File: src/rtl/snz_pkg.sv
package snz_pkg;

    typedef enum logic [1:0] {
        SNZ_AWAKE   = 2'd0,
        SNZ_ENTER   = 2'd1,
        SNZ_ASLEEP  = 2'd2,
        SNZ_RECOVER = 2'd3
    } snz_state_e;

endpackage

File: src/rtl/snz_sync.sv
module snz_sync #(
    parameter int SYNC_STAGES = 2
) (
    input  logic clk_i,
    input  logic rst_ni,
    input  logic async_i,
    output logic sync_o
);

    logic [SYNC_STAGES-1:0] chain_d, chain_q;

    always_comb begin
        chain_d = {chain_q[SYNC_STAGES-2:0], async_i};
    end

    always_ff @(posedge clk_i or negedge rst_ni) begin
        if (!rst_ni) chain_q <= '0;
        else         chain_q <= chain_d;
    end

    assign sync_o = chain_q[SYNC_STAGES-1];

    // the output only follows the stage in front of it
    assert_sync_shift_R2: assert property (@(posedge clk_i) disable iff (!rst_ni)
        1'b1 |=> (sync_o == $past(chain_q[SYNC_STAGES-2])));

endmodule

File: src/rtl/snz_fsm.sv
module snz_fsm
    import snz_pkg::*;
#(
    parameter int ENTRY_CYCLES = 2,
    parameter int EXIT_CYCLES  = 2
) (
    input  logic       clk_i,
    input  logic       rst_ni,
    input  logic       req_s_i,
    output snz_state_e state_o
);

    localparam int MAX_CYC = (ENTRY_CYCLES > EXIT_CYCLES) ? ENTRY_CYCLES : EXIT_CYCLES;
    localparam int CNT_W   = (MAX_CYC > 1) ? $clog2(MAX_CYC) : 1;
    localparam logic [CNT_W-1:0] ENTRY_LAST = CNT_W'(ENTRY_CYCLES - 1);
    localparam logic [CNT_W-1:0] EXIT_LAST  = CNT_W'(EXIT_CYCLES - 1);

    typedef struct packed {
        snz_state_e       st;
        logic [CNT_W-1:0] cnt;
    } fsm_s;

    fsm_s r_d, r_q;

    always_comb begin
        r_d = r_q;
        unique case (r_q.st)
            SNZ_AWAKE: begin
                if (req_s_i) begin
                    r_d.st  = SNZ_ENTER;
                    r_d.cnt = '0;
                end
            end
            SNZ_ENTER: begin
                if (r_q.cnt == ENTRY_LAST) begin
                    r_d.st  = SNZ_ASLEEP;
                    r_d.cnt = '0;
                end else begin
                    r_d.cnt = r_q.cnt + CNT_W'(1);
                end
            end
            SNZ_ASLEEP: begin
                if (!req_s_i) begin
                    r_d.st  = SNZ_RECOVER;
                    r_d.cnt = '0;
                end
            end
            SNZ_RECOVER: begin
                if (req_s_i) begin
                    r_d.st  = SNZ_ENTER;
                    r_d.cnt = '0;
                end else if (r_q.cnt == EXIT_LAST) begin
                    r_d.st  = SNZ_AWAKE;
                    r_d.cnt = '0;
                end else begin
                    r_d.cnt = r_q.cnt + CNT_W'(1);
                end
            end
            default: r_d = '{st: SNZ_AWAKE, cnt: '0};
        endcase
    end

    always_ff @(posedge clk_i or negedge rst_ni) begin
        if (!rst_ni) r_q <= '{st: SNZ_AWAKE, cnt: '0};
        else         r_q <= r_d;
    end

    assign state_o = r_q.st;

    // sleep is reached only through the entry state
    assert_sleep_via_entry_R3: assert property (@(posedge clk_i) disable iff (!rst_ni)
        $rose(r_q.st == SNZ_ASLEEP) |-> ($past(r_q.st) == SNZ_ENTER));

    // entry is never abandoned before its count completes
    assert_entry_holds_R11: assert property (@(posedge clk_i) disable iff (!rst_ni)
        (r_q.st == SNZ_ENTER && r_q.cnt != ENTRY_LAST) |=> (r_q.st == SNZ_ENTER));

    // leaving sleep always passes through recovery
    assert_exit_via_recover_R5: assert property (@(posedge clk_i) disable iff (!rst_ni)
        $fell(r_q.st == SNZ_ASLEEP) |-> (r_q.st == SNZ_RECOVER));

endmodule

File: src/rtl/snz_policer.sv
module snz_policer
    import snz_pkg::*;
(
    input  logic       clk_i,
    input  logic       rst_ni,
    input  snz_state_e state_i,
    input  logic       req_s_i,
    input  logic       sel_i,
    input  logic       strobe_i,
    output logic       viol_o
);

    typedef struct packed {
        logic viol;
    } pol_s;

    pol_s r_d, r_q;
    logic set_sel_req;
    logic set_entry_acc;
    logic set_recover_act;

    always_comb begin
        set_sel_req     = (state_i == SNZ_AWAKE)   && req_s_i && sel_i;
        set_entry_acc   = (state_i == SNZ_ENTER)   && sel_i && strobe_i;
        set_recover_act = (state_i == SNZ_RECOVER) && (sel_i || strobe_i);
        r_d.viol = r_q.viol | set_sel_req | set_entry_acc | set_recover_act;
    end

    always_ff @(posedge clk_i or negedge rst_ni) begin
        if (!rst_ni) r_q <= '{viol: 1'b0};
        else         r_q <= r_d;
    end

    assign viol_o = r_q.viol;

    // the flag is sticky
    assert_viol_sticky_R7: assert property (@(posedge clk_i) disable iff (!rst_ni)
        viol_o |=> viol_o);

    // activity while asleep never raises the flag
    assert_asleep_ignored_R4: assert property (@(posedge clk_i) disable iff (!rst_ni)
        (state_i == SNZ_ASLEEP && !viol_o) |=> !viol_o);

endmodule

File: src/rtl/snz_seq.sv
module snz_seq
    import snz_pkg::*;
#(
    parameter int SYNC_STAGES  = 2,
    parameter int ENTRY_CYCLES = 2,
    parameter int EXIT_CYCLES  = 2
) (
    input  logic clk_i,
    input  logic rst_ni,
    input  logic sleep_req_i,
    input  logic sel_i,
    input  logic strobe_i,
    output logic sleep_o,
    output logic block_o,
    output logic bus_hiz_o,
    output logic viol_o
);

    logic       req_s;
    snz_state_e state;

    snz_sync #(.SYNC_STAGES(SYNC_STAGES)) sync_i (
        .clk_i   (clk_i),
        .rst_ni  (rst_ni),
        .async_i (sleep_req_i),
        .sync_o  (req_s)
    );

    snz_fsm #(.ENTRY_CYCLES(ENTRY_CYCLES), .EXIT_CYCLES(EXIT_CYCLES)) fsm_i (
        .clk_i   (clk_i),
        .rst_ni  (rst_ni),
        .req_s_i (req_s),
        .state_o (state)
    );

    snz_policer policer_i (
        .clk_i    (clk_i),
        .rst_ni   (rst_ni),
        .state_i  (state),
        .req_s_i  (req_s),
        .sel_i    (sel_i),
        .strobe_i (strobe_i),
        .viol_o   (viol_o)
    );

    always_comb begin
        sleep_o   = (state == SNZ_ASLEEP);
        block_o   = (state != SNZ_AWAKE);
        bus_hiz_o = block_o | req_s;
    end

    // the bus is still three-stated on the cycle sleep ends
    assert_exit_hiz_R6: assert property (@(posedge clk_i) disable iff (!rst_ni)
        $fell(sleep_o) |-> bus_hiz_o);

    // block_o falls only after recovery, never directly from sleep
    assert_block_fall_R5: assert property (@(posedge clk_i) disable iff (!rst_ni)
        $fell(block_o) |-> !$past(sleep_o));

endmodule

File: config.mk
export PLATFORM = sky130hd
export DESIGN_NAME = snz_seq
export DESIGN_NICKNAME = d
export VERILOG_FILES = /design/src/rtl/snz_pkg.sv /design/src/rtl/snz_sync.sv /design/src/rtl/snz_fsm.sv /design/src/rtl/snz_policer.sv /design/src/rtl/snz_seq.sv
export SDC_FILE = /design/constraint.sdc
export NUM_CORES = 1
export LEC_CHECK = 0
export ABC_AREA = 1
export ABC_CLOCK_PERIOD_IN_PS = 1240
export BUFFER_PORTS_ARGS = -buffer_cell sky130_fd_sc_hd__buf_2
export CELL_PAD_IN_SITES_DETAIL_PLACEMENT = 0
export CELL_PAD_IN_SITES_GLOBAL_PLACEMENT = 1
export CORE_AREA = 2 2 39 41
export DETAILED_ROUTE_END_ITERATION = 10
export DIE_AREA = 0 0 41 43
export HOLD_SLACK_MARGIN = 0.06
export MAX_ROUTING_LAYER = met4
export PLACE_DENSITY_LB_ADDON = 0.1
export SLEW_MARGIN = 20
export SYNTH_ARGS = -nofsm -noshare
export SYNTH_HDL_FRONTEND = slang
export SYNTH_SLANG_ARGS = --single-unit
File: constraint.sdc
create_clock -name clk_i -period 1.24 [get_ports clk_i]
set_clock_uncertainty 0.05 [all_clocks]
set_input_delay 0.248 -clock clk_i [delete_from_list [all_inputs] [get_ports clk_i]]
set_output_delay 0.248 -clock clk_i [all_outputs]
set_load 0.02 [all_outputs]
==> reports/metrics.csv, run 1 <==
stage;metric;value;unit
status;status;complete, but fails checks;
status;violated checks;setup timing;
layout;most frequent cells in the layout;nand2_1, dfrtp_1, buf_2;
yosys;synthesized instance count;45;
yosys;syn_area_per_cell;7.896;µm²
sta;fin crit period;1.360;ns
route;final antenna-violating net count;0;
floorplanning;Initial Util;25.68;%
layout;Area Overhead vs Synth;53.17;%
yosys;Seq/Total Area, Yosys;42.25;%
pwr;sequential power share;22.1;%
floorplanning;Core Region;0.001384;mm²
layout;n_diodes;0;
floorplanning;# IOs;9;
cts;CTS H-tree lvls;1;
route;highest routed layer;met4;
worst_setup_path;Worst Setup End Kind;output pin;
min_path;min-delay worst type;in -> reg;
route;Vias/cell;4.228;
global_route;initial antenna violation count;0;
yosys;Synth Net Count;54;
cts;Clock transition at path regs;0.04;ns
worst_setup_path;WS Path Type;reg -> out;
cts;Sink Count;6;
route;M1 wire length;370;µm
pwr;switch share;41.18;%
sta;final worst path period share;109.7;%
floorplanning;Die Wd;41;µm
sta;setup repair after global routing missed its margin;true;
pwr;leakage;0.0002715;µW
global_route;GRT Total Usage;12.16;%
sta;Max Clk Rate;735.4;MHz
cts;CTS tree;yes;
yosys;post-synthesis cell area;355.3;µm²
yosys;Synth area leaders;dfrtp_1, nand2_1, ha_1;
cts;clock buffer depth;2;
run;Max Cap Viol;0;
yosys;Yosys top cell by area;dfrtp_1;
global_route;first-pass GRT wire length;1393;µm
layout;NumNets Final;74;
yosys;count of different cell masters after synthesis;11;
sta;Hold Vio Cnt, Final;0;
place;# port buffers;8;
sta;final setup margin;-0.1198;ns
place;placed wire-length estimate;595.4;µm
route;met2 WL post-DR;380;µm
worst_setup_path;Worst Path Max Fanout;3;
sta;worst relative slew slack;88.04;%
cts;clock root buffer master;clkbuf_4;
pwr;Logic pwr share;65.0;%
sta;hold_ws;0.1949;ns
global_route;largest net degree at the start of global routing;7;
pwr;Net Sw Power;536.6;µW
layout;fin util;39.33;%
floorplanning;DIE AREA;0.001763;mm²
route;met3 routed WL;19;µm
place;Final GP Congestion;0.6549;
worst_setup_path;crit start category;register;
yosys;post-synthesis register bit count;6;
global_route;GR Overflow Total;0;
route;DRC;0;
global_route;number of global-route vias before repair;342;
floorplanning;Die H;43;µm
cts;Clock Latency Late Sink;0.24;ns
pwr;Clock power frac;12.9;%
worst_setup_path;Data required, critical path;0.94;ns
route;final wirelength;781;µm
sta;slew of the pin with the lowest slew margin;0.1775;ns
floorplanning;row count;14;
pwr;power density cells;2394;mW/mm²
route;vias;334;
pwr;Int Pwr;766.5;µW
route;WL per Instance;9.886;µm
pwr;maximum VDD drop;783.4;µV
yosys;Synth top area share;42.25;%
sta;number of max-slew violations in the final report;0;
route;DR iter-0 viols;3;
pwr;Tot Pwr;1303;µW
cts;CTS Buf Count;3;
sta;final setup fails;6;
layout;layout cells sized above 1;46.03;%
yosys;Synth Warn #;0;
route;DRT Pass-1 Iters;4;
layout;most common cell after layout, fill and taps aside;nand2_1;
worst_setup_path;Worst EP arrival;1.06;ns
path summary, 6_finish.rpt:
kind                                         from           endpoint  slack, ns  depth (start not counted)
worst max register to register   fsm_i.state_o[1]   fsm_i.state_o[0]      -0.06                          8
worst min register to register  sync_i.chain_q[0]  sync_i.chain_q[1]       0.30                          0
max in group asynchronous                  rst_ni  sync_i.chain_q[0]       0.69                          2
worst min-delay path                        sel_i   policer_i.viol_o       0.19                          3
min in group asynchronous                  rst_ni   fsm_i.state_o[0]       0.31                          2
worst max-delay path             fsm_i.state_o[1]          bus_hiz_o      -0.12                          4
state kept, by name, summed over array words and instances (netlist names):
signal	cells
fsm_i.state_o	2
sync_i.chain_q	2
fsm_i.r_q	1
policer_i.viol_o	1
per-layer routing:
metal / track usage [%] / up-vias
li1: - / 176
met3: 1.571 / 2
met4: 8.000 / 0
met5: - / -
met1: 14.95 / 151
met2: 17.81 / 5
cell families (layout without fill, tap and decap cells):
family / count (synthesis) / in the layout / synth area share (%)
flip-flops: 6 / 6 / 42.25
adder cells (fa/ha/maj): 4 / 4 / 14.09
AND/OR/NAND/NOR: 24 / 24 / 30.63
buffers and inverters: 7 / 25 / 7.393
AO/OA/AOI/OAI: 4 / 4 / 5.631
through the flow:
step | TNS, ns | worst slack (ns) | std cells | cell area, µm²
finish | -0.4639 | -0.1198 | 79 | 544.3
global route | -0.9062 | -0.1588 | 79 | 544.3
CTS | -0.5014 | -0.1262 | 76 | 513.0
detailed placement | -0.05117 | -0.02587 | 69 | 420.4
global placement | 0 | 0.006413 | 69 | 420.4
floorplan | 0 | 0.02093 | 45 | 360.3
power groups by stage:
stage | combinational, µW | sequential (µW) | clock, µW
after global placement | 559 | 296 | 0
after global routing | 945 | 292 | 194
final | 847 | 287 | 169
after CTS | 786 | 286 | 179
after floorplan | 431 | 288 | 0
after detailed placement | 565 | 298 | 0
cell type report:
cell class | count | area [µm²]
Clock buffer | 3 | 22.52
Fill cell | 150 | 839.6
Inverter | 7 | 28.78
Multi-Input combinational cell | 32 | 202.7
Sequential cell | 6 | 150.1
Tap cell | 16 | 20.02
Timing Repair Buffer | 15 | 120.1
synth_stat cells:
cell type and number:
inv_1 6, o21ai_0 3, nand3_2 1, a21oi_1 1
dfrtp_1 6, nand2_1 15, ha_1 4, nand2_2 3
nand3_1 4, inv_2 1, nor2_1 1
repair_timing:
item                       CTS  global route
setup endpoints to repair    5             7
pin swaps                    2             0
resized for setup           13             2
buffers inserted             3             2
hold buffers                 1             1
hold endpoints to repair     6             1
critical path: stages (launching register included):
cell	delay (ns)
dfrtp_1	0.40
inv_2	0.09
ha_4	0.16
nand2_2	0.06
buf_6	0.12
No activity file was read; power rests on OpenSTA's default activity.
==> inputs of run 2 (changes only) <==
--- a/config.mk
+++ b/config.mk
@@ -15,7 +15,7 @@
 export DIE_AREA = 0 0 41 43
 export HOLD_SLACK_MARGIN = 0.06
 export MAX_ROUTING_LAYER = met4
-export PLACE_DENSITY_LB_ADDON = 0.1
+export PLACE_DENSITY = 0.68
 export SLEW_MARGIN = 20
 export SYNTH_ARGS = -nofsm -noshare
 export SYNTH_HDL_FRONTEND = slang
==> run 2 against run 1 <==
Compared with the run above:
- the run still ends with setup timing left
- hold slack got worse by 0.013 ns
- core utilization shrank 2.5 points
- design area down 6.4%
- cell count decreased by 5.1%
- sequential power rose by 1%
- count of clock-buffer cells in the layout unchanged
- maximum frequency is 1.5% lower
- clock power barely moved
- largest power group unchanged
- highest routed layer unchanged
==> reports/metrics.csv, run 2 (synthesized netlist as in run 1, its figures left out) <==
stage;metric;value;unit;change
global_route;initial antenna violation count;0;;unchanged
sta;Max Clk Rate;724.2;MHz;-1.5%
cts;Sink Count;6;;unchanged
layout;NumNets Final;70;;-5.4%
status;violated checks;setup timing;;
layout;final instance area;509.2;µm²;-6.4%
floorplanning;Die Wd;41;µm;unchanged
route;DR iter-0 viols;4;;+1
route;final wirelength;635;µm;-19%
cts;CTS tree;yes;;
sta;final worst path period share;111.4;%;+1.7 points
route;Vias/cell;4.160;;-1.6%
worst_setup_path;Worst Setup End Kind;output pin;;
floorplanning;row count;14;;unchanged
status;status;complete, but fails checks;;
worst_setup_path;Worst R2R Setup Slack;0;ns;+0.06 ns
run;Max Cap Viol;0;;unchanged
cts;CTS H-tree lvls;1;;unchanged
worst_setup_path;WS Path Type;reg -> out;;
worst_setup_path;Worst EP arrival;1.08;ns;+0.02 ns
route;DRT Pass-1 Iters;4;;unchanged
worst_setup_path;CP peak stage delay;0.40;ns;about the same
sta;slew of the pin with the lowest slew margin;0.1878;ns;+0.01024 ns
sta;final setup fails;5;;-1
route;DRC;0;;unchanged
sta;hold_ws;0.1817;ns;-0.01324 ns
cts;CTS Buf Count;3;;unchanged
sta;final setup margin;-0.1408;ns;-0.02097 ns
layout;fin util;36.80;%;-2.5 points
layout;most common cell after layout, fill and taps aside;nand2_1;;
worst_setup_path;Data required, critical path;0.94;ns;about the same
sta;setup repair after global routing missed its margin;true;;
min_path;min-delay worst type;in -> reg;;
floorplanning;Initial Util;25.68;%;unchanged
pwr;power density cells;2324;mW/mm²;-3.0%
pwr;leakage;0.0002555;µW;-5.9%
cts;clock buffer depth;2;;unchanged
route;WL per Instance;8.467;µm;-14%
sta;worst relative slew slack;87.48;%;-0.56 points
layout;Area Overhead vs Synth;43.31;%;
worst_setup_path;critical path's slowest cell;dfrtp_1;;
layout;n_diodes;0;;unchanged
global_route;first-pass GRT wire length;1097;µm;-21%
worst_setup_path;CP cell instances;inv_2, ha_4, inv_2, buf_6;;
global_route;largest net degree at the start of global routing;7;;unchanged
layout;most frequent cells in the layout;nand2_1, dfrtp_1, inv_2, buf_2;;
sta;number of max-slew violations in the final report;0;;unchanged
layout;layout cells sized above 1;42.37;%;-3.7 points
global_route;GRT Total Usage;10.29;%;-1.9 points
sta;fin crit period;1.381;ns;+0.02097 ns
place;dpl cell area;420.4;µm²;unchanged
cts;Clock transition at path regs;0.04;ns;about the same
worst_setup_path;most frequent CP cell;inv_2;;
global_route;GR Overflow Total;0;;unchanged
floorplanning;Core Region;0.001384;mm²;unchanged
place;Final GP Congestion;0.6526;;-0.35%
pwr;maximum VDD drop;768.0;µV;-2.0%
floorplanning;# IOs;9;;unchanged
floorplanning;DIE AREA;0.001763;mm²;unchanged
worst_setup_path;Worst Path Max Fanout;4;;+1
place;# port buffers;8;;unchanged
global_route;number of global-route vias before repair;287;;-16%
route;vias;312;;-6.6%
cts;Clock Latency Late Sink;0.24;ns;about the same
route;final antenna-violating net count;0;;unchanged
floorplanning;Die H;43;µm;unchanged
sta;Hold Vio Cnt, Final;0;;unchanged
cts;clock root buffer master;clkbuf_4;;
worst_setup_path;crit start category;register;;
sta;setup TNS;-0.3916;ns;+0.07234 ns
[run 2: cell types whose count changed in the layout (fill, tap and decap cells not counted), sizes merged]
cell and delta:
buf -4
[run 2: cell type report]
cell class,instances,area (µm²)
Clock buffer,3,22.52
Fill cell,149,874.6
Sequential cell,6,150.1
Multi-Input combinational cell,32,203.9
Timing Repair Buffer,11,86.33
Tap cell,16,20.02
Inverter,7,26.28
[run 2: worst paths after layout]
| kind | startpoint | end | cells after the start |
|---|---|---|---|
| hold / removal | sel_i | policer_i.viol_o | 3 |
| hold reg to reg | sync_i.chain_q[0] | sync_i.chain_q[1] | 0 |
| setup reg to reg | fsm_i.state_o[1] | fsm_i.state_o[1] | 8 |
| setup / recovery | fsm_i.state_o[0] | block_o | 4 |
| max in group asynchronous | rst_ni | policer_i.viol_o | 2 |
| min in group asynchronous | rst_ni | fsm_i.state_o[1] | 2 |
[run 2: critical path, delay by kind of cell (launching register included)]
family | cells | cell delay, ns
adders and majority gates | 1 | 0.17
buffers and inverters | 3 | 0.27
DFF | 1 | 0.40
[run 2: power by group]
| part | internal (µW) | switching [µW] | leakage (µW) |
|---|---|---|---|
| combinational | 321 | 402 | 0.000172 |
| clock | 109 | 59.9 | 0.0000138 |
| sequential | 248 | 42.8 | 0.0000695 |
[run 2: timing repair]
action,4_1_cts,5_1_grt
endpoints found under the hold margin,6,1
buffers inserted,1,0
gates resized for setup,11,3
pin swaps,2,0
hold buffers,1,1
endpoints found under the setup margin,5,6
[run 2: per-stage QoR]
stage                     cells  worst slack, ns  total power, µW
final                        75          -0.1408             1183
after global routing         75          -0.1946             1308
after CTS                    74          -0.1526             1179
after detailed placement     69         -0.02835            851.7
after global placement       69         -0.02748            861.3
after floorplan              45          0.02093            718.3
[run 2: layer usage]
layer	vias up	wire length, µm	GRT usage [%]
met5	-	0	-
met4	0	10	10.00
met3	2	32	4.712
met2	8	325	13.13
met1	132	266	10.96
li1	170	-	-
==> inputs of run 3 (changes only) <==
--- a/config.mk
+++ b/config.mk
@@ -16,6 +16,7 @@
 export HOLD_SLACK_MARGIN = 0.06
 export MAX_ROUTING_LAYER = met4
 export PLACE_DENSITY = 0.68
+export RECOVER_POWER = 100
 export SLEW_MARGIN = 20
 export SYNTH_ARGS = -nofsm -noshare
 export SYNTH_HDL_FRONTEND = slang
==> run 3 against run 2 <==
Compared with the run above:
- highest routed layer unchanged
- power about the same
- first-iteration DRC count stayed put
- register-to-register slack is essentially flat
- design area down 0.49%
- flip-flop and latch count did not move
- hold slack is essentially flat
- critical path depth unchanged
- cell count is the same
- core utilization decreased by 0.18 points
- non-clock buffer count unchanged
- sequential power about the same
- the flow still finishes with violations (setup timing)
==> reports/metrics.csv, run 3 (synthesized netlist as in run 1, its figures left out) <==
stage;metric;value;unit;change
worst_setup_path;Worst EP arrival;1.08;ns;about the same
route;met2 WL post-DR;325;µm;unchanged
floorplanning;# IOs;9;;unchanged
route;highest routed layer;met4;;
status;status;complete, but fails checks;;
status;violated checks;setup timing;;
route;final antenna-violating net count;0;;unchanged
sta;worst relative slew slack;80.34;%;-7.1 points
cts;CTS Buf Count;3;;unchanged
cts;Clock Latency Late Sink;0.24;ns;about the same
floorplanning;Core Region;0.001384;mm²;unchanged
sta;hold_ws;0.1819;ns;+0.0002150 ns
route;M1 wire length;264;µm;-0.75%
cts;Clock transition at path regs;0.04;ns;about the same
sta;final setup fails;5;;unchanged
layout;NumNets Final;70;;unchanged
pwr;power density cells;2334;mW/mm²;+0.45%
worst_setup_path;Worst R2R Setup Slack;0;ns;unchanged
min_path;Hold EP;policer_i.viol_o;;
min_path;hold_sp;sel_i;;
worst_setup_path;CP cell instances;inv_2, ha_4, inv_2, buf_6;;
global_route;GR Overflow Total;0;;unchanged
worst_setup_path;most frequent CP cell;inv_2;;
floorplanning;Die H;43;µm;unchanged
global_route;largest net degree at the start of global routing;7;;unchanged
route;final wirelength;634;µm;-0.16%
worst_setup_path;r2r worst-path depth;8;;unchanged
sta;final setup margin;-0.1408;ns;unchanged
route;DRC;0;;unchanged
worst_setup_path;crit start category;register;;
pwr;maximum VDD drop;768.0;µV;about the same
global_route;first-pass GRT wire length;1097;µm;unchanged
floorplanning;Initial Util;25.68;%;unchanged
layout;layout cells sized above 1;38.98;%;-3.4 points
cts;CTS H-tree lvls;1;;unchanged
cts;CTS tree;yes;;
sta;final worst path period share;111.4;%;unchanged
worst_setup_path;Worst Path Buf+Inv;3;;unchanged
layout;Area Overhead vs Synth;42.61;%;
sta;fin crit period;1.381;ns;unchanged
layout;n_diodes;0;;unchanged
layout;fillers;150;;+0.67%
sta;setup repair after global routing missed its margin;true;;
worst_setup_path;RR Startpoint;fsm_i.state_o[1];;
cts;Sink Count;6;;unchanged
worst_setup_path;Data required, critical path;0.94;ns;about the same
sta;Max Clk Rate;724.2;MHz;about the same
global_route;initial antenna violation count;0;;unchanged
layout;most common cell after layout, fill and taps aside;nand2_1;;
global_route;number of global-route vias before repair;287;;unchanged
layout;most frequent cells in the layout;nand2_1, dfrtp_1, inv_2, nand2_2, nand3_1;;
global_route;GRT Total Usage;10.29;%;unchanged
place;# port buffers;8;;unchanged
pwr;leakage;0.0002516;µW;-1.5%
floorplanning;DIE AREA;0.001763;mm²;unchanged
sta;Hold Vio Cnt, Final;0;;unchanged
run;Max Cap Viol;0;;unchanged
route;DRT Pass-1 Iters;4;;unchanged
route;DR iter-0 viols;4;;unchanged
place;Final GP Congestion;0.6526;;unchanged
floorplanning;Die Wd;41;µm;unchanged
worst_setup_path;WS Path Type;reg -> out;;
min_path;Worst Hold Depth;3;;unchanged
route;WL per Instance;8.453;µm;-0.16%
worst_setup_path;worst r2r dst;fsm_i.state_o[1];;
sta;setup TNS;-0.3916;ns;unchanged
cts;clock buffer depth;2;;unchanged
route;vias;312;;unchanged
sta;number of max-slew violations in the final report;0;;unchanged
floorplanning;row count;14;;unchanged
min_path;min-delay worst type;in -> reg;;
worst_setup_path;Worst Setup End Kind;output pin;;
cts;clock root buffer master;clkbuf_4;;
route;Vias/cell;4.160;;unchanged
sta;slew of the pin with the lowest slew margin;0.2949;ns;+0.1071 ns
worst_setup_path;CP peak stage delay;0.40;ns;about the same
worst_setup_path;Worst Path Max Fanout;4;;unchanged
worst_setup_path;crit-path leading delay family;flip-flops;;
worst_setup_path;critical path's slowest cell;dfrtp_1;;
route;met3 routed WL;32;µm;unchanged
-- run 3: power by group --
group	internal, µW	switching (µW)
registers	248	42.8
logic	321	402
clock network	109	59.9
-- run 3: repair_timing --
action,in CTS,in global routing
gates resized for setup,11,3
setup endpoints to repair,5,6
pin swaps,2,0
hold endpoints to repair,6,1
hold buffers,1,1
setup buffers,1,0
-- run 3: tightest hold or removal path: cells and delay by family --
family,cells,cell delay [ns]
buf+inv,1,0.08
compound gates,1,0.05
simple gates,1,0.05
-- run 3: cell type report --
cell class	count	area (µm²)	area share [%]
Timing Repair Buffer	11	83.83	16.54
Sequential cell	6	150.1	29.63
Clock buffer	3	22.52	4.444
Multi-Input combinational cell	32	203.9	40.25
Inverter	7	26.28	5.185
Tap cell	16	20.02	3.951
-- run 3: how the worst max path moves through the flow --
stage | depth (start not counted) | slack [ns] | from | end
finish | 4 | -0.14 | fsm_i.state_o[0] | block_o
global route | 4 | -0.19 | fsm_i.state_o[0] | block_o
CTS | 4 | -0.15 | fsm_i.state_o[0] | block_o
detailed placement | 8 | -0.03 | fsm_i.state_o[0] | fsm_i.state_o[1]
global placement | 8 | -0.03 | fsm_i.state_o[0] | fsm_i.state_o[0]
floorplan | 7 | 0.02 | fsm_i.state_o[0] | fsm_i.state_o[1]
-- run 3: metrics by stage --
stage	utilization [%]	setup WS [ns]	power (µW)	std cells	cell area (µm²)
after floorplan	-	0.02093	718.3	45	360.3
after global placement	30.38	-0.02748	861.3	69	420.4
after detailed placement	30.38	-0.02835	851.7	69	420.4
after CTS	35.71	-0.1526	1179	74	494.2
after global routing	36.62	-0.1946	1308	75	506.7
final	36.62	-0.1408	1183	75	506.7
-- run 3: layer usage --
| metal | GRT usage (%) | vias to the layer above |
|---|---|---|
| met3 | 4.712 | 2 |
| met1 | 10.96 | 132 |
| met5 | - | - |
| met4 | 10.00 | 0 |
| li1 | - | 170 |
| met2 | 13.13 | 8 |
